File: src/rtl/irq_prio_pkg.sv
package irq_prio_pkg;

  localparam logic [15:0] VEC_BASE_NORMAL = 16'hFFC0;
  localparam logic [15:0] VEC_BASE_BOOT   = 16'hBFC0;

  // Which class of request won arbitration
  typedef enum logic [2:0] {
    SRC_NONE,
    SRC_SWI,
    SRC_ILL,
    SRC_XIRQ,
    SRC_MASKABLE
  } win_src_e;

  // Vector-table address for an id, base chosen by boot mode
  function automatic logic [15:0] vec_of(input logic boot, input logic [7:0] id);
    logic [15:0] base;
    base = boot ? VEC_BASE_BOOT : VEC_BASE_NORMAL;
    return base + {7'd0, id, 1'b0};
  endfunction

endpackage

File: src/rtl/irq_pend_merge.sv
module irq_pend_merge #(
  parameter int N_MLINES = 12,
  parameter int N_SHARED = 4,
  parameter logic [63:0] NOEN_MASK = 64'h4000,
  localparam int N_PAIRS = N_MLINES + N_SHARED - 1
) (
  input  logic [N_PAIRS-1:0]  pair_flag,
  input  logic [N_PAIRS-1:0]  pair_en,
  output logic [N_MLINES-1:0] line_pend
);

  logic [N_PAIRS-1:0] pair_act;

  // Qualify each pair; pairs without an enable bit follow their flag
  for (genvar p = 0; p < N_PAIRS; p++) begin : g_pair
    if (NOEN_MASK[p]) begin : g_noen
      assign pair_act[p] = pair_flag[p];
    end else begin : g_en
      assign pair_act[p] = pair_flag[p] & pair_en[p];
    end
  end

  // Line 0 merges the shared group; other lines map one pair each
  assign line_pend[0] = |pair_act[N_SHARED-1:0];
  for (genvar k = 1; k < N_MLINES; k++) begin : g_line
    assign line_pend[k] = pair_act[k + N_SHARED - 1];
  end

endmodule

File: src/rtl/irq_order_table.sv
module irq_order_table #(
  parameter int N_MLINES = 12,
  localparam int LW = (N_MLINES > 1) ? $clog2(N_MLINES) : 1
) (
  input  logic                clk,
  input  logic                rst_n,
  input  logic                wr_en,
  input  logic [LW-1:0]       wr_slot,
  input  logic [LW-1:0]       wr_line,
  input  logic [N_MLINES-1:0] line_pend,
  output logic                hit,
  output logic [LW-1:0]       hit_line
);

  logic [LW-1:0] ord_q [N_MLINES];
  logic          wr_ok;

  assign wr_ok = wr_en && (int'(wr_slot) < N_MLINES) && (int'(wr_line) < N_MLINES);

  always_ff @(posedge clk or negedge rst_n) begin
    if (!rst_n) begin
      for (int s = 0; s < N_MLINES; s++) ord_q[s] <= LW'(s);
    end else if (wr_ok) begin
      ord_q[wr_slot] <= wr_line;
    end
  end

  // Lowest slot whose line is pending wins
  always_comb begin
    hit      = 1'b0;
    hit_line = '0;
    for (int s = N_MLINES - 1; s >= 0; s--) begin
      if (line_pend[ord_q[s]]) begin
        hit      = 1'b1;
        hit_line = ord_q[s];
      end
    end
  end

  // a reported winner must really be pending
  assert_hit_pending_R3: assert property (@(posedge clk) disable iff (!rst_n)
    hit |-> line_pend[hit_line]);

  // no pending line may be missed
  assert_no_missed_line_R3: assert property (@(posedge clk) disable iff (!rst_n)
    (|line_pend) |-> hit);

endmodule

File: src/rtl/irq_arbiter.sv
module irq_arbiter
  import irq_prio_pkg::*;
#(
  parameter int N_MLINES = 12,
  localparam int LW  = (N_MLINES > 1) ? $clog2(N_MLINES) : 1,
  localparam int IDW = $clog2(N_MLINES + 3)
) (
  input  logic           swi_p,
  input  logic           ill_p,
  input  logic           xirq_p,
  input  logic           ccr_i,
  input  logic           ccr_x,
  input  logic           mask_hit,
  input  logic [LW-1:0]  mask_line,
  output logic           win_valid,
  output logic [IDW-1:0] win_id,
  output win_src_e       win_src,
  output logic           xirq_stall
);

  localparam logic [IDW-1:0] XIRQ_ID = IDW'(N_MLINES);
  localparam logic [IDW-1:0] ILL_ID  = IDW'(N_MLINES + 1);
  localparam logic [IDW-1:0] SWI_ID  = IDW'(N_MLINES + 2);

  // Non-maskable request held by X freezes everything below it
  assign xirq_stall = xirq_p && ccr_x;

  always_comb begin
    win_src = SRC_NONE;
    win_id  = '0;
    if (swi_p) begin
      win_src = SRC_SWI;
      win_id  = SWI_ID;
    end else if (ill_p) begin
      win_src = SRC_ILL;
      win_id  = ILL_ID;
    end else if (xirq_p) begin
      if (!ccr_x) begin
        win_src = SRC_XIRQ;
        win_id  = XIRQ_ID;
      end
    end else if (!ccr_i && mask_hit) begin
      win_src = SRC_MASKABLE;
      win_id  = IDW'(mask_line);
    end
  end

  assign win_valid = (win_src != SRC_NONE);

endmodule

File: src/rtl/irq_entry_seq.sv
module irq_entry_seq
  import irq_prio_pkg::*;
#(
  parameter int IDW          = 4,
  parameter int ENTRY_CYCLES = 14,
  localparam int CW = (ENTRY_CYCLES > 1) ? $clog2(ENTRY_CYCLES) : 1
) (
  input  logic           clk,
  input  logic           rst_n,
  input  logic           accept,
  input  logic           win_valid,
  input  logic [IDW-1:0] win_id,
  input  logic           win_is_x,
  input  logic           boot_mode,
  output logic           take,
  output logic           sel_valid,
  output logic [IDW-1:0] sel_id,
  output logic [15:0]    sel_vec,
  output logic           sel_set_i,
  output logic           sel_set_x
);

  logic [CW-1:0] cnt_q;
  logic          window_end;

  assign take       = accept && !sel_valid && win_valid;
  assign window_end = sel_valid && (cnt_q == '0);

  always_ff @(posedge clk or negedge rst_n) begin
    if (!rst_n) begin
      sel_valid <= 1'b0;
      sel_id    <= '0;
      sel_vec   <= '0;
      sel_set_i <= 1'b0;
      sel_set_x <= 1'b0;
      cnt_q     <= '0;
    end else if (take) begin
      sel_valid <= 1'b1;
      sel_id    <= win_id;
      sel_vec   <= vec_of(boot_mode, 8'(win_id));
      sel_set_i <= !win_is_x;
      sel_set_x <= win_is_x;
      cnt_q     <= CW'(ENTRY_CYCLES - 1);
    end else if (window_end) begin
      sel_valid <= 1'b0;
      sel_id    <= '0;
      sel_vec   <= '0;
      sel_set_i <= 1'b0;
      sel_set_x <= 1'b0;
    end else if (sel_valid) begin
      cnt_q <= cnt_q - 1'b1;
    end
  end

  // response is frozen inside the entry window
  assert_id_steady_R9: assert property (@(posedge clk) disable iff (!rst_n)
    (sel_valid && !window_end) |=> (sel_valid && $stable(sel_id) && $stable(sel_vec)));

  // the window closes once the counter runs out
  assert_window_close_R9: assert property (@(posedge clk) disable iff (!rst_n)
    window_end |=> !sel_valid);

  // vector always lies inside one of the two 64-byte tables
  assert_vec_in_table_R7: assert property (@(posedge clk) disable iff (!rst_n)
    sel_valid |-> (sel_vec[0] == 1'b0) &&
                  ((sel_vec[15:6] == VEC_BASE_NORMAL[15:6]) || (sel_vec[15:6] == VEC_BASE_BOOT[15:6])));

endmodule

File: src/rtl/irq_prio_ctrl.sv
module irq_prio_ctrl
  import irq_prio_pkg::*;
#(
  parameter int N_MLINES     = 12,
  parameter int N_SHARED     = 4,
  parameter int ENTRY_CYCLES = 14,
  parameter logic [63:0] NOEN_MASK = 64'h4000,
  localparam int N_PAIRS = N_MLINES + N_SHARED - 1,
  localparam int LW      = (N_MLINES > 1) ? $clog2(N_MLINES) : 1,
  localparam int IDW     = $clog2(N_MLINES + 3)
) (
  input  logic               clk,
  input  logic               rst_n,
  input  logic [N_PAIRS-1:0] pair_flag,
  input  logic [N_PAIRS-1:0] pair_en,
  input  logic               swi_req,
  input  logic               ill_req,
  input  logic               xirq_req,
  input  logic               ccr_i,
  input  logic               ccr_x,
  input  logic               boot_mode,
  input  logic               accept,
  input  logic               ord_we,
  input  logic [LW-1:0]      ord_slot,
  input  logic [LW-1:0]      ord_line,
  output logic               irq_valid,
  output logic [IDW-1:0]     irq_id,
  output logic [15:0]        irq_vector,
  output logic               set_i,
  output logic               set_x
);

  localparam logic [IDW-1:0] XIRQ_ID = IDW'(N_MLINES);
  localparam logic [IDW-1:0] SWI_ID  = IDW'(N_MLINES + 2);

  // Named internal events for the assertions
  logic [N_MLINES-1:0] line_pend;
  logic                mask_hit;
  logic [LW-1:0]       mask_line;
  logic                swi_p, ill_p, xirq_p;
  logic                win_valid;
  logic [IDW-1:0]      win_id;
  win_src_e            win_src;
  logic                xirq_stall;
  logic                take;
  logic                take_swi, take_ill, take_xirq, take_mask;

  irq_pend_merge #(
    .N_MLINES (N_MLINES),
    .N_SHARED (N_SHARED),
    .NOEN_MASK(NOEN_MASK)
  ) u_merge (
    .pair_flag(pair_flag),
    .pair_en  (pair_en),
    .line_pend(line_pend)
  );

  irq_order_table #(.N_MLINES(N_MLINES)) u_order (
    .clk      (clk),
    .rst_n    (rst_n),
    .wr_en    (ord_we),
    .wr_slot  (ord_slot),
    .wr_line  (ord_line),
    .line_pend(line_pend),
    .hit      (mask_hit),
    .hit_line (mask_line)
  );

  irq_arbiter #(.N_MLINES(N_MLINES)) u_arb (
    .swi_p     (swi_p),
    .ill_p     (ill_p),
    .xirq_p    (xirq_p),
    .ccr_i     (ccr_i),
    .ccr_x     (ccr_x),
    .mask_hit  (mask_hit),
    .mask_line (mask_line),
    .win_valid (win_valid),
    .win_id    (win_id),
    .win_src   (win_src),
    .xirq_stall(xirq_stall)
  );

  irq_entry_seq #(
    .IDW         (IDW),
    .ENTRY_CYCLES(ENTRY_CYCLES)
  ) u_entry (
    .clk      (clk),
    .rst_n    (rst_n),
    .accept   (accept),
    .win_valid(win_valid),
    .win_id   (win_id),
    .win_is_x (win_src == SRC_XIRQ),
    .boot_mode(boot_mode),
    .take     (take),
    .sel_valid(irq_valid),
    .sel_id   (irq_id),
    .sel_vec  (irq_vector),
    .sel_set_i(set_i),
    .sel_set_x(set_x)
  );

  assign take_swi  = take && (win_src == SRC_SWI);
  assign take_ill  = take && (win_src == SRC_ILL);
  assign take_xirq = take && (win_src == SRC_XIRQ);
  assign take_mask = take && (win_src == SRC_MASKABLE);

  // One-shot pending state: a new request wins over a same-cycle clear
  always_ff @(posedge clk or negedge rst_n) begin
    if (!rst_n) begin
      swi_p  <= 1'b0;
      ill_p  <= 1'b0;
      xirq_p <= 1'b0;
    end else begin
      swi_p  <= swi_req  | (swi_p  & ~take_swi);
      ill_p  <= ill_req  | (ill_p  & ~take_ill);
      xirq_p <= xirq_req | (xirq_p & ~take_xirq);
    end
  end

  // accepted software trap leaves no pending state behind
  assert_swi_clears_R4: assert property (@(posedge clk) disable iff (!rst_n)
    (take_swi && !swi_req) |=> !swi_p);

  // software trap wins whatever the mask bits say
  assert_swi_wins_R4: assert property (@(posedge clk) disable iff (!rst_n)
    (accept && !irq_valid && swi_p) |=> (irq_valid && irq_id == SWI_ID));

  // blocked non-maskable request stalls every lower source
  assert_xirq_stall_R5: assert property (@(posedge clk) disable iff (!rst_n)
    (xirq_stall && !swi_p && !ill_p) |-> !take);

  // a maskable line is never taken with I set
  assert_i_masks_R6: assert property (@(posedge clk) disable iff (!rst_n)
    take_mask |-> !ccr_i);

  // exactly one mask-bit request, X only for the non-maskable id
  assert_mask_bit_R8: assert property (@(posedge clk) disable iff (!rst_n)
    irq_valid |-> ((set_x == (irq_id == XIRQ_ID)) && (set_i != set_x)));

  // idle outputs are quiet
  assert_idle_quiet_R10: assert property (@(posedge clk) disable iff (!rst_n)
    !irq_valid |-> (!set_i && !set_x && irq_vector == 16'h0));

endmodule

File: config.mk
export PLATFORM = sky130hd
export DESIGN_NAME = irq_prio_ctrl
export DESIGN_NICKNAME = d
export VERILOG_FILES = /design/src/rtl/irq_prio_pkg.sv /design/src/rtl/irq_pend_merge.sv /design/src/rtl/irq_order_table.sv /design/src/rtl/irq_arbiter.sv /design/src/rtl/irq_entry_seq.sv /design/src/rtl/irq_prio_ctrl.sv
export SDC_FILE = /design/constraint.sdc
export NUM_CORES = 1
export LEC_CHECK = 0
export ABC_CLOCK_PERIOD_IN_PS = 3800
export BUFFER_PORTS_ARGS = -buffer_cell sky130_fd_sc_hd__buf_2
export CORE_MARGIN = 10
export CORE_UTILIZATION = 45
export DETAILED_ROUTE_END_ITERATION = 8
export GPL_TIMING_DRIVEN = 0
export MAX_ROUTING_LAYER = met4
export PLACE_DENSITY = 0.76
export SETUP_SLACK_MARGIN = 0.5
export SYNTH_ARGS = -nofsm -noshare
export SYNTH_HDL_FRONTEND = slang
export SYNTH_SLANG_ARGS = --single-unit
File: constraint.sdc
create_clock -name clk -period 3.8 [get_ports clk]
set_clock_uncertainty 0.15 [all_clocks]
set_input_delay 0.19 -clock clk [delete_from_list [all_inputs] [get_ports clk]]
set_output_delay 0.19 -clock clk [all_outputs]
set_load 0.005 [all_outputs]
==> results.txt, run 1 <==
----------------------------------------------------
[Outcome]
  Run status ... finished clean

[Global routing]
  Met2 capacity usage during global routing ... between 30% and 40%
  Gr usage total ... 20.1%
  Pin count of the biggest net entering global routing ... between 60 and 70
  Number of global-route vias before repair ... roughly 4400
  Global-route track usage on met3 ... approximately 3.7%
  Number of antenna violations at the first check in global routing ... 0
  Overflow after GRT ... 0
  Grt peak-use layer ... met2
  Wire length of the first global-routing pass ... between 20000 and 25000 um
  GRT met1 Usage ... about a quarter

[STA]
  Setup violators final ... 0
  Setup repair after global routing missed its margin ... no
  Worst hold slack ... roughly 0.029 ns
  Remaining max-slew budget at the tightest pin ... 36.9%
  Total negative slack ... 0 ns
  Final number of hold-violating endpoints ... 0
  Worst Tran Pin Value ... 0.939 ns
  Share of the clock period used by the worst path ... 84.6%
  Final number of max-transition violations ... 0
  Shortest clock period the worst path allows after layout ... around 3.2 ns
  Maximum clock frequency ... 311 MHz

[Final layout]
  Post-layout nets ... 588
  Antenna diode instance count ... 0
  P&R area growth vs syn ... 17.5%
  Fillers ... roughly 940
  Final Core Density ... 53.6%
  Fraction of layout instances using a drive strength above 1 ... between 30% and 40%

[CTS]
  H-tree levels ... 3
  Clock slew seen by the registers of the worst setup and hold paths ... around 0.080 ns
  CTS tree ... built
  CTS Buffer Depth ... 2
  Skew-Pair Late Insertion Delay ... around 0.36 ns
  Sinks on the clock net ... 63
  Clock Root Buffer ... sky130_fd_sc_hd__clkbuf_8
  Total clock buffers created by CTS ... 9

[Worst setup path]
  Critical path launch point type ... register
  Flop2flop setup slack ... around 0.59 ns
  Arrival time at the worst endpoint ... 3.35 ns
  Standard cell with the maximum stage delay on the critical path ... sky130_fd_sc_hd__mux4_2
  CP Max Fanout ... 7
  Critical path class ... register to register
  Required time at the worst-slack endpoint ... just under 4 ns
  Kind of cell with the highest combined delay on the critical path ... simple AND/OR/NAND/NOR gates
  Cells along the critical path ... inv_2 > mux4_2 > and3_4 > or3_1 > buf_2 > or4_1 > a21o_1 > a311o_1 > a41oi_2
  Endpoint type of the worst setup path ... register
  Number of buffer and inverter stages on the critical path ... 2
  Largest stage delay on the critical path ... just under 0.5 ns

[Synthesis]
  Synthesized-area fraction occupied by and/or/nand/nor cells ... a little under a fifth
  Number of enable-type register cells in the synthesized netlist ... 0
  Leading register cell type out of synthesis ... sky130_fd_sc_hd__dfrtp_1
  Synth Register Bits ... 63
  Mean area per synthesized cell ... a little over 10 um^2
  Post-synthesis compound-gate area fraction ... 15.2%
  Share of the synthesized netlist area taken by xor and xnor gates ... less than 1%
  Ys Warns ... 0
  Post-synth cell types ... 68
  Fraction of synthesized area in multiplexers ... ~26%
  Part of the Yosys area used for sequential elements ... 34.5%
  Share of synthesized cell area in full adder, half adder and majority cells ... less than 1%
  Cells after Synth ... 450
  Dominant combinational cell family by area after synthesis ... multiplexers
  Share of flip-flops with an asynchronous set or reset after synthesis ... between 90% and 100%
  Mapped cell area ... between 4000 and 5000 um^2

[Detailed routing]
  Ratio of routed vias to standard cells ... between 6 and 7
  First-pass DRT Iterations ... 5
  DRT Wirelength ... between 10000 and 15000 um
  Routed wire per std cell ... about 21 um
  Remaining antenna violation count ... 0
  DRC ... 0
  Vias after detailed routing ... 4215
  Drt initial violations ... between 400 and 500

[Placement]
  Half-perimeter wire length after placement ... roughly 11000 um
  Gp weighted congestion ... roughly 0.97
  Port Buf Inserts ... 67

[Die]
  Std-Cell Rows ... 37
  Chip Width ... approximately 120 um
  Area enclosed by the die boundary ... between 10000 and 15000 um^2
  Starting Density ... between 40% and 50%
  Vert. Die Dim ... about 120 um
  Core area ... 10200 um^2
  Number of top-level design ports ... between 70 and 80

[Worst hold path]
  Class of the most critical hold timing path ... input pin to register

[Job]
  Total of max-cap violations ... 0

[Pwr]
  Tot Pwr ... 0.00301 W
  Leakage ... 2.19 nW
  Max VDD drop ... 0.000278 V
  PD cells ... roughly 550 nW/um^2

----------------------------------------------------
## power breakdown
part	switching, W	total (W)	leakage, nW	internal (W)
logic	0.000655	0.00136	1.39	0.000700
clock network	0.000274	0.000527	0.0853	0.000253
registers	0.000232	0.00112	0.716	0.000891
total	0.00116	0.00301	2.19	0.00184
## what timing repair did
| action | CTS | global route |
|---|---|---|
| setup buffers | 0 | 0 |
| setup endpoints to repair | 2 | 9 |
| hold buffers | 8 | 1 |
| resized for setup | 1 | 9 |
| hold endpoints to repair | 12 | 43 |
| pin swaps | 0 | 0 |
## metal layers
layer  part of all wire [%]  vias up
li1                       -     1906
met1                     41     2035
met2                     47      245
met3                    9.7       29
met4                    2.5        0
met5                      0        -
## Yosys cell counts (all sizes together), types with 4 or more instances
cell | n | area, um^2
a211oi | 6 | 45.0
a21boi | 4 | 30.0
a21o | 5 | 37.5
a21oi | 7 | 35.0
a311oi | 4 | 35.0
a31oi | 4 | 25.0
and2 | 16 | 100
and3 | 6 | 42.5
buf | 16 | 118
clkbuf | 14 | 52.6
dfrtp | 43 | 1080
dfstp | 20 | 526
inv | 21 | 78.8
mux2 | 47 | 529
mux2i | 6 | 60.1
mux4 | 27 | 612
nand2 | 42 | 158
nand2b | 4 | 25.0
nand3 | 25 | 125
nand3b | 10 | 75.1
nor2 | 18 | 70.1
nor2b | 7 | 43.8
nor3 | 9 | 45.0
o211ai | 8 | 60.1
o21ai | 13 | 65.1
o311a | 4 | 40.0
o311ai | 8 | 70.1
or3 | 9 | 56.3
## cells by family (layout without fill, tap and decap cells)
family          count (synthesis)  after routing
simple gates                  158            158
other cells                     1              2
buf+inv                        51            143
fa+ha+maj                       2              2
flops                          63             63
compound gates                 93             93
xor+xnor                        2              2
mux                            80             80
## final timing paths
path	start	to	depth (start not counted)
hold / removal	ccr_x	u_entry.sel_set_x	4
max in group asynchronous	rst_n	u_order.ord_q[13]	2
setup reg to reg	u_order.ord_q[13]	u_entry.sel_id[2]	9
hold reg to reg	xirq_p	xirq_p	1
min in group asynchronous	rst_n	u_order.ord_q[14]	2
setup / recovery	u_order.ord_q[13]	u_entry.sel_id[2]	9
## area by class of cell
cell class / instances / area, um^2 / share of cell area, %
clock buffers: 11 / 141 / 2.59
multi-input cells: 337 / 2830 / 51.9
inverters: 21 / 78.8 / 1.44
plain buffers: 30 / 171 / 3.14
repair buffers: 76 / 428 / 7.84
flip-flops and latches: 63 / 1600 / 29.4
well taps: 136 / 170 / 3.12
clock inverters: 5 / 33.8 / 0.619
## sequential cells by signal, indices dropped and copies added, names as in the netlist
name / count
ill_p: 1
swi_p: 1
u_entry.cnt_q: 4
u_entry.sel_id: 3
u_entry.sel_set_i: 1
u_entry.sel_set_x: 1
u_entry.sel_vec: 3
u_order.ord_q: 48
xirq_p: 1
## cells in the final DEF, fill, tap and decap left out, types with 5 or more instances in the layout
cell type	instances
sky130_fd_sc_hd__dfstp_2	20
sky130_fd_sc_hd__o21ai_0	10
sky130_fd_sc_hd__buf_4	16
sky130_fd_sc_hd__nand2_1	42
sky130_fd_sc_hd__dlygate4sd3_1	9
sky130_fd_sc_hd__mux2i_1	6
sky130_fd_sc_hd__a21oi_1	7
sky130_fd_sc_hd__nand3_1	25
sky130_fd_sc_hd__and3_1	5
sky130_fd_sc_hd__mux2_2	47
sky130_fd_sc_hd__or3_1	9
sky130_fd_sc_hd__nand3b_1	10
sky130_fd_sc_hd__and2_1	16
sky130_fd_sc_hd__dfrtp_1	42
sky130_fd_sc_hd__nor2b_1	7
sky130_fd_sc_hd__o211ai_1	8
sky130_fd_sc_hd__clkbuf_1	14
sky130_fd_sc_hd__clkbuf_8	10
sky130_fd_sc_hd__a211oi_1	6
sky130_fd_sc_hd__nor3_1	8
sky130_fd_sc_hd__nor2_1	17
sky130_fd_sc_hd__inv_1	19
sky130_fd_sc_hd__a21o_1	5
sky130_fd_sc_hd__buf_2	67
sky130_fd_sc_hd__mux4_2	26
## worst reg2reg max path, delay by kind of cell (launching register included)
family,cells,cell delay (ns)
buf+inv,2,0.27
mux,1,0.49
simple gates,3,1.02
compound gates,3,0.75
flops,1,0.47
## per-stage QoR
step	instance area (um^2)	worst slack, ns	std cells
floorplan	4650	0.830	451
global placement	5150	0.370	654
detailed placement	5150	0.319	654
CTS	5410	0.575	678
global route	5460	0.508	679
finish	5460	0.586	679
No activity file was read; power rests on OpenSTA's default activity.
==> run 2: changes to the inputs <==
Settings changed: ABC_CLOCK_PERIOD_IN_PS 3800 to 3200.
Clock period 3.8 ns to 3.2 ns, I/O delays scaled along.
==> run 2 against run 1 <==
Compared with the run above: first-iteration DRC count increased by 5.4%; die area unchanged; final area increased by 5.1%; largest cell class unchanged.
==> results.txt, run 2 (synthesis results as in run 1) <==
----------------------------------------------------
[Outcome]
  Run status ... finished clean

[Detailed routing]
  Remaining antenna violation count ... 0 (unchanged)
  Routed wire per std cell ... 20.6 um (-2.5%)
  First-pass DRT Iterations ... 6 (+1)
  DRC ... 0 (unchanged)
  Ratio of routed vias to standard cells ... 6.25 (+0.64%)
  DRT Wirelength ... 14300 um (-0.62%)
  Vias after detailed routing ... 4323 (+2.6%)
  Drt initial violations ... 470 (+5.4%)

[STA]
  Total negative slack ... 0 ns (unchanged)
  Maximum clock frequency ... 334 MHz (+7.3%)
  Remaining max-slew budget at the tightest pin ... 46.9% (+10 points)
  Worst setup slack after layout ... 0.204 ns (-0.383 ns)
  Setup violators final ... 0 (unchanged)
  Worst Tran Pin Value ... 0.797 ns (-0.142 ns)
  Share of the clock period used by the worst path ... 93.6% (+9.1 points)
  Final number of max-transition violations ... 0 (unchanged)
  Setup repair after global routing missed its margin ... yes
  Final number of hold-violating endpoints ... 0 (unchanged)
  Shortest clock period the worst path allows after layout ... 3.00 ns (-0.217 ns)
  Worst hold slack ... 0.0239 ns (-0.00523 ns)

[Pwr]
  Part of the total power dissipated in combinational logic ... 47.1% (+2.0 points)
  Clock network fraction of design power ... 18.1% (+0.6 points)
  Net switching power ... 0.00144 W (+24%)
  Max VDD drop ... 0.000319 V (+15%)
  Sequential Power Share ... 34.9% (-2.5 points)
  Leakage ... 2.33 nW (+6.1%)
  Internal power ... 0.00237 W (+29%)
  PD cells ... 665 nW/um^2 (+21%)
  Switching part of the total ... 37.7% (-0.93 points)

[CTS]
  Sinks on the clock net ... 63 (unchanged)
  H-tree levels ... 3 (unchanged)
  CTS tree ... built
  Skew-Pair Late Insertion Delay ... 0.35 ns (about the same)
  Clock slew seen by the registers of the worst setup and hold paths ... 0.07 ns (about the same)
  Clock Root Buffer ... sky130_fd_sc_hd__clkbuf_8
  Total clock buffers created by CTS ... 9 (unchanged)
  CTS Buffer Depth ... 2 (unchanged)

[Die]
  Vert. Die Dim ... 122 um (unchanged)
  Starting Density ... 45.6% (unchanged)
  Area enclosed by the die boundary ... 14800 um^2 (unchanged)
  Chip Width ... 122 um (unchanged)
  Number of top-level design ports ... 71 (unchanged)
  Core area ... 10200 um^2 (unchanged)
  Std-Cell Rows ... 37 (unchanged)

[Final layout]
  Top reg by flops ... u_order.ord_q
  Post-layout nets ... 601 (+2.2%)
  Antenna diode instance count ... 0 (unchanged)
  Largest registers ... u_order.ord_q: 48 flops, u_entry.cnt_q: 4 flops
  Commonest cells after routing, fill and taps aside ... sky130_fd_sc_hd__buf_2 (67), sky130_fd_sc_hd__mux2_2 (47), sky130_fd_sc_hd__nand2_1 (42), sky130_fd_sc_hd__dfrtp_1 (42), sky130_fd_sc_hd__buf_4 (29)
  Fin cells ... 692 (+1.9%)
  Fraction of layout instances using a drive strength above 1 ... 43.9% (+5.8 points)
  Most common library cell in the layout ignoring fill and taps ... sky130_fd_sc_hd__buf_2
  P&R area growth vs syn ... 23.5%
  Fillers ... 914 (-2.6%)
  Flip-flop count of the largest register after layout ... 48 (unchanged)

[Worst setup path]
  Endpoint type of the worst setup path ... register
  Critical path launch point type ... register
  Arrival time at the worst endpoint ... 3.11 ns (-0.24 ns)
  Required time at the worst-slack endpoint ... 3.31 ns (-0.62 ns)
  Critical path class ... register to register
  CP Max Fanout ... 7 (unchanged)

[Job]
  Total of max-cap violations ... 0 (unchanged)

[Placement]
  Port Buf Inserts ... 67 (unchanged)
  Half-perimeter wire length after placement ... 10300 um (-4.2%)
  Gp weighted congestion ... 0.998 (+2.7%)
  Setup slack at placement ... -0.236 ns (-0.555 ns)
  Placed cell count ... 654 (unchanged)

[Global routing]
  Number of global-route vias before repair ... 4138 (-5.0%)
  Number of antenna violations at the first check in global routing ... 0 (unchanged)
  Pin count of the biggest net entering global routing ... 64 (unchanged)
  Wire length of the first global-routing pass ... 22300 um (-1.8%)
  Overflow after GRT ... 0 (unchanged)
  Gr usage total ... 19.7% (-0.37 points)

[Worst hold path]
  Class of the most critical hold timing path ... input pin to register

----------------------------------------------------
## run 2: area by class of cell
cell class | count | area [um^2] | share of cell area (%)
Clock buffer | 12 | 145 | 2.53
Tap cell | 136 | 170 | 2.97
Sequential cell | 63 | 1600 | 27.9
Inverter | 21 | 78.8 | 1.37
Multi-Input combinational cell | 337 | 2970 | 51.8
Buffer | 30 | 183 | 3.18
Clock inverter | 4 | 45.0 | 0.785
Timing Repair Buffer | 89 | 538 | 9.38
## run 2: per-stage QoR
stage | instance area (um^2) | total power (W) | util [%]
after floorplan | 4660 | 0.00241 | -
after global placement | 5170 | 0.00283 | 50.7
after detailed placement | 5170 | 0.00289 | 50.7
after CTS | 5700 | 0.00377 | 55.9
after global routing | 5740 | 0.00405 | 56.3
final | 5740 | 0.00381 | 56.3
## run 2: critical path, stage by stage, from the launching register on
cell and delay, ns:
sky130_fd_sc_hd__dfrtp_2 0.44, sky130_fd_sc_hd__inv_2 0.08, sky130_fd_sc_hd__mux4_2 0.49, sky130_fd_sc_hd__and3_4 0.16
sky130_fd_sc_hd__or3_1 0.35, sky130_fd_sc_hd__buf_6 0.14, sky130_fd_sc_hd__or4_4 0.50, sky130_fd_sc_hd__a21o_1 0.18
sky130_fd_sc_hd__a311o_1 0.30, sky130_fd_sc_hd__a41oi_2 0.13
## run 2: what timing repair did
item | in CTS | in global routing
pin swaps | 11 | 6
resized for setup | 34 | 7
hold buffers | 8 | 1
endpoints found under the hold margin | 12 | 43
endpoints found under the setup margin | 12 | 13
setup buffers | 13 | 0
gates cloned | 0 | 0
## run 2: power groups by stage
| stage | Combinational, W | Clock (W) | Sequential [W] |
|---|---|---|---|
| floorplan | 0.00115 | 0 | 0.00126 |
| global placement | 0.00151 | 0 | 0.00131 |
| detailed placement | 0.00156 | 0 | 0.00133 |
| CTS | 0.00175 | 0.000700 | 0.00132 |
| global route | 0.00195 | 0.000738 | 0.00137 |
| finish | 0.00180 | 0.000688 | 0.00133 |
## run 2: worst paths after layout
check	startpoint	to	slack, ns	cells past startpoint
max in group asynchronous	rst_n	u_order.ord_q[13]	2.03	2
max reg2reg	u_order.ord_q[13]	u_entry.sel_id[2]	0.20	9
min in group asynchronous	rst_n	u_order.ord_q[14]	0.27	2
min reg2reg	xirq_p	xirq_p	0.35	1
min	ccr_x	u_entry.sel_set_x	0.02	4
max	u_order.ord_q[13]	u_entry.sel_id[2]	0.20	9
## run 2: routing by layer
layer  share of wire [%]  GRT usage, %
met3                 9.7          4.72
met2                  46          29.8
met5                   0             -
met4                 2.5          7.30
met1                  41          25.1
